**src/rtl/chg_pkg.sv**
```systemverilog
package chg_pkg;

  // A lane has changed when its input differs from its stored reference.
  function automatic logic lane_hit(input logic d, input logic r);
    return d ^ r;
  endfunction

  // A sticky flag: a change sets it, a clear drops it, a change wins over a clear.
  function automatic logic lane_next_flag(input logic f, input logic hit, input logic clr);
    return hit | (f & ~clr);
  endfunction

  // The reference is loaded only on a change.
  function automatic logic lane_next_ref(input logic r, input logic d, input logic hit);
    return hit ? d : r;
  endfunction

  function automatic int unsigned num_groups(input int unsigned width, input int unsigned grp);
    return (width + grp - 1) / grp;
  endfunction

endpackage

```
**src/rtl/chg_ref_bank.sv**
```systemverilog
module chg_ref_bank #(
  parameter int unsigned WIDTH = 64
) (
  input  logic             clk_i,
  input  logic             rst_i,
  input  logic [WIDTH-1:0] din_i,
  output logic [WIDTH-1:0] ref_o,
  output logic [WIDTH-1:0] hit_o
);
  import chg_pkg::*;

  logic [WIDTH-1:0] ref_q;

  for (genvar i = 0; i < WIDTH; i++) begin : g_lane
    assign hit_o[i] = lane_hit(din_i[i], ref_q[i]);
    always_ff @(posedge clk_i) begin
      if (rst_i) ref_q[i] <= 1'b0;
      else       ref_q[i] <= lane_next_ref(ref_q[i], din_i[i], hit_o[i]);
    end
  end

  assign ref_o = ref_q;
endmodule

```
**src/rtl/chg_flag_bank.sv**
```systemverilog
module chg_flag_bank #(
  parameter int unsigned WIDTH = 64
) (
  input  logic             clk_i,
  input  logic             rst_i,
  input  logic [WIDTH-1:0] hit_i,
  input  logic             clr_i,
  output logic [WIDTH-1:0] flag_o
);
  import chg_pkg::*;

  logic [WIDTH-1:0] flag_q;

  for (genvar i = 0; i < WIDTH; i++) begin : g_lane
    always_ff @(posedge clk_i) begin
      if (rst_i) flag_q[i] <= 1'b0;
      else       flag_q[i] <= lane_next_flag(flag_q[i], hit_i[i], clr_i);
    end
  end

  assign flag_o = flag_q;
endmodule

```
**src/rtl/chg_summary.sv**
```systemverilog
module chg_summary #(
  parameter int unsigned WIDTH = 64,
  parameter int unsigned GROUP = 8
) (
  input  logic [WIDTH-1:0] flag_i,
  output logic             any_o
);
  import chg_pkg::*;

  localparam int unsigned NGRP = num_groups(WIDTH, GROUP);
  localparam int unsigned PADW = NGRP * GROUP;

  logic [PADW-1:0] padded;
  logic [NGRP-1:0] grp_any;

  always_comb begin
    padded = '0;
    padded[WIDTH-1:0] = flag_i;
  end

  for (genvar g = 0; g < NGRP; g++) begin : g_grp
    assign grp_any[g] = |padded[g*GROUP +: GROUP];
  end

  assign any_o = |grp_any;
endmodule

```
**src/rtl/chg_bit_monitor.sv**
```systemverilog
module chg_bit_monitor #(
  parameter int unsigned WIDTH = 64,
  parameter int unsigned GROUP = 8
) (
  input  logic             clk_i,
  input  logic             rst_i,
  input  logic [WIDTH-1:0] din_i,
  input  logic             clr_i,
  output logic [WIDTH-1:0] flag_o,
  output logic             any_o
);
  logic [WIDTH-1:0] ref_w;
  logic [WIDTH-1:0] hit_w;

  chg_ref_bank #(.WIDTH(WIDTH)) u_ref (
    .clk_i (clk_i),
    .rst_i (rst_i),
    .din_i (din_i),
    .ref_o (ref_w),
    .hit_o (hit_w)
  );

  chg_flag_bank #(.WIDTH(WIDTH)) u_flag (
    .clk_i  (clk_i),
    .rst_i  (rst_i),
    .hit_i  (hit_w),
    .clr_i  (clr_i),
    .flag_o (flag_o)
  );

  chg_summary #(.WIDTH(WIDTH), .GROUP(GROUP)) u_sum (
    .flag_i (flag_o),
    .any_o  (any_o)
  );
endmodule

```
**config.mk**
```make
export PLATFORM = sky130hd
export DESIGN_NAME = chg_bit_monitor
export DESIGN_NICKNAME = d
export VERILOG_FILES = /design/src/rtl/chg_pkg.sv /design/src/rtl/chg_ref_bank.sv /design/src/rtl/chg_flag_bank.sv /design/src/rtl/chg_summary.sv /design/src/rtl/chg_bit_monitor.sv
export SDC_FILE = /design/constraint.sdc
export NUM_CORES = 1
export LEC_CHECK = 0
export BUFFER_PORTS_ARGS = -buffer_cell sky130_fd_sc_hd__buf_2
export CORE_UTILIZATION = 40
export CTS_BUF_LIST = sky130_fd_sc_hd__clkbuf_4 sky130_fd_sc_hd__clkbuf_8
export CTS_CLUSTER_SIZE = 10
export DETAILED_ROUTE_END_ITERATION = 8
export PLACE_DENSITY = 0.66
export SYNTH_ARGS = -nofsm -noshare
export SYNTH_HDL_FRONTEND = slang
export SYNTH_SLANG_ARGS = --single-unit
```
**constraint.sdc**
```tcl
create_clock -name clk_i -period 1.3 [get_ports clk_i]
set_input_delay 0.13 -clock clk_i [delete_from_list [all_inputs] [get_ports clk_i]]
set_output_delay 0.13 -clock clk_i [all_outputs]
set_load 0.02 [all_outputs]
```
==> parameters.txt <==
Parameter                              Value

Synthesis
  Cell taking the most area after synthesis    sky130_fd_sc_hd__dfxtp_1
  Post-Syn Nets    493
  Average cell area after synthesis    10.5 um^2
  Synthesized flop and latch total    128
  Number of warnings reported in the yosys synthesis log    0
  Post-Synthesis Cell Area    4480 um^2
  Area share of the leading cell type in the synthesized netlist    57.3%
  Netlist cell types    12
  Part of the Yosys area used for sequential elements    57.3%
  Cells taking the most area after synthesis    sky130_fd_sc_hd__dfxtp_1, sky130_fd_sc_hd__xnor2_1, sky130_fd_sc_hd__nor2b_1
  Count of mapped cells out of synthesis    426

Finish
  Filler Cell Count    905
  Ratio of cells with drive above 1 in the final layout    36.5%
  Area occupied by multi-input gates    1900 um^2
  P&R area growth vs syn    54.5%
  Most frequent standard cell in the layout excluding fill and tap cells    sky130_fd_sc_hd__buf_2
  Diodes inserted    0
  Leading cell types in the layout, fill and taps excluded    sky130_fd_sc_hd__buf_2, sky130_fd_sc_hd__dfxtp_1
  Total area of sequential cells    2580 um^2
  Number of nets in the layout    749

Die
  Ports    132
  Die extent in x    108 um
  Die Footprint    11600 um^2
  Core region area    10900 um^2
  Floorplan die height    108 um
  Std-Cell Rows    38
  Initial Utilization    41.1%

STA
  PnR worst setup slack    -806 ps
  Final Hold Violating Endpoints    0
  Setup-violating endpoint count in the final report    1
  Clock period minus final worst setup slack    2110 ps
  Smallest hold slack    199 ps
  Upper clock frequency limit    0.475 GHz
  Slew of the pin with the lowest slew margin    402 ps
  Share of the clock period used by the worst path    162%
  Setup repair after global routing missed its margin    true
  Maximum clock skew at final layout    8.56 ps
  Number of pins exceeding their max-slew limit in the final report    0
  Worst relative slew slack    73.2%

Routing
  WL final    10700 um
  Drt drc    0
  Detailed-router iteration count before antenna repair    4
  Total met3 wirelength after detailed routing    523 um
  Top sig layer    met4
  Antenna-violating nets left    0
  Total vias in the final route    3709
  Iteration-0 DRC Markers    86
  Routed len/inst    12.8 um
  Met1 Routed Length    4740 um
  Routed wire length on met2    5230 um
  Mean number of vias per cell    4.44

Setup path
  Peak fanout along the critical path    2
  Worst Path Arrival    1980 ps
  Critical Path Max Stage Delay    530 ps
  Worst setup path class    reg -> out
  Kind of cell adding the most delay to the critical path    simple AND/OR/NAND/NOR gates
  Number of buffers and inverters on the critical path    2
  Worst EP required    1170 ps
  CP Launch Type    register
  CP cell instances    nor4_2 -> buf_4 -> nand4_1 -> or4_4 -> buf_6
  Crit-path slowest cell    sky130_fd_sc_hd__or4_4
  Endpoint type of the worst setup path    primary output

Power
  Internal power of the cells    7.47 mW
  Total chip power    9.81 mW
  Max IR drop VDD    825 uV
  Net switching power of the design    2.33 mW
  Leakage power    2.96 nW
  Gate power share    16.3%
  Reg power frac    44.8%
  Relative contribution of the clock network to total power    38.9%
  Switching share of power    23.8%
  Total power per unit cell area    1420 nW/um^2

GRT
  Antenna violations before repair    0
  Wire length of the first global-routing pass    17300 um
  Largest net degree at the start of global routing    93
  Number of global-route vias before repair    3820
  GR Overflow Total    0
  Overall global routing resource usage    19.4%

Clock tree
  Source-to-sink clock delay at the later pin of the worst-skew pair    430 ps
  Maximum level of the CTS H-tree    4
  Clock Pin Slew Worst Setup and Hold Paths    70 ps
  Clock sinks    128
  Buffer count from post-CTS setup fixing    0
  Clock tree from TritonCTS    built
  Clock tree root driver cell    sky130_fd_sc_hd__clkbuf_8
  Cts bufs inserted    17
  Worst-case clock buffer depth    2

Min path
  Class of the tightest hold or removal check    in -> reg

Placement
  Dpl hpwl    6880 um
  RePlAce Congestion    0.771
  Input/output buffers    131

Flow run
  Count of maximum capacitance violations    0

Run status
  Run status    finished, violations left
  Violated checks    setup timing
[synth_stat cells]
master / number
sky130_fd_sc_hd__xnor2_1: 64
sky130_fd_sc_hd__nand2b_1: 61
sky130_fd_sc_hd__a21oi_1: 64
sky130_fd_sc_hd__nor2b_1: 64
sky130_fd_sc_hd__buf_2: 3
sky130_fd_sc_hd__dfxtp_1: 128
sky130_fd_sc_hd__nand4_1: 4
sky130_fd_sc_hd__clkbuf_1: 18
sky130_fd_sc_hd__or4_1: 1
sky130_fd_sc_hd__nor4_2: 2
sky130_fd_sc_hd__or2b_1: 3
sky130_fd_sc_hd__nor4_1: 14
[through the flow]
step                util, %  instance area [um^2]  setup slack (ps)  setup TNS, ps  std cells
floorplan                 -                  4500              -126           -126        426
global route           63.5                  6920              -884           -884        835
finish                 63.5                  6920              -806           -806        835
CTS                    63.2                  6890              -843           -843        835
detailed placement     52.8                  5750              -484           -484        739
global placement       52.8                  5750              -496           -496        739
[worst min-delay path: stages]
cell	delay, ps
sky130_fd_sc_hd__buf_4	120
sky130_fd_sc_hd__buf_12	210
sky130_fd_sc_hd__nor2b_1	130
[layout make-up]
class                   instances  share of cell area [%]
multi-input cells             277                    27.5
flip-flops and latches        128                    37.4
well taps                     140                    2.53
clock inverters                 5                    1.81
clock buffers                  27                    4.74
repair buffers                258                    26.1
[repair_timing]
action / in CTS / in global routing
endpoints found under the setup margin: 1 / 2
endpoints found under the hold margin: 118 / 0
cloned: 0 / 0
hold buffers: 64 / 0
pin swaps: 0 / 3
gates resized for setup: 8 / 6
[kinds of logic (layout without fill, tap and decap cells)]
kind of cell | count (synthesis) | in the layout | synth area share (%)
buffers and inverters | 21 | 290 | 1.84
XOR/XNOR | 64 | 64 | 12.5
AND/OR/NAND/NOR | 149 | 149 | 21.2
AO/OA/AOI/OAI | 64 | 64 | 7.16
flip-flops | 128 | 128 | 57.3
[path summary, 6_finish.rpt]
kind / startpoint / end / slack (ps) / cells after the start
worst max-delay path: u_flag.flag_o[54] / any_o / -810 / 5
worst max register to register: u_flag.flag_o[51] / u_flag.flag_o[51] / 380 / 3
worst min-delay path: rst_i / u_ref.ref_o[42] / 200 / 3
worst min register to register: u_flag.flag_o[31] / u_flag.flag_o[31] / 490 / 2
[power by group through the flow]
stage / registers [mW] / clock network, mW / logic (mW)
after floorplan: 4.69 / 0 / 0.498
final: 4.40 / 3.81 / 1.60
after global placement: 4.44 / 0 / 1.41
after global routing: 4.43 / 4.07 / 1.74
after CTS: 4.38 / 3.91 / 1.60
after detailed placement: 4.46 / 0 / 1.43
[registers in the layout, indices dropped and copies added (netlist names)]
name	count
u_flag.flag_o	64
u_ref.ref_o	64
[layer usage]
| layer | track usage (%) | up-vias |
|---|---|---|
| met2 | 32.6 | 86 |
| met1 | 22.5 | 1708 |
| li1 | - | 1896 |
| met3 | 5.75 | 19 |
| met4 | 9.30 | 0 |
| met5 | 0 | - |
Power figures use the tool's default switching activity.
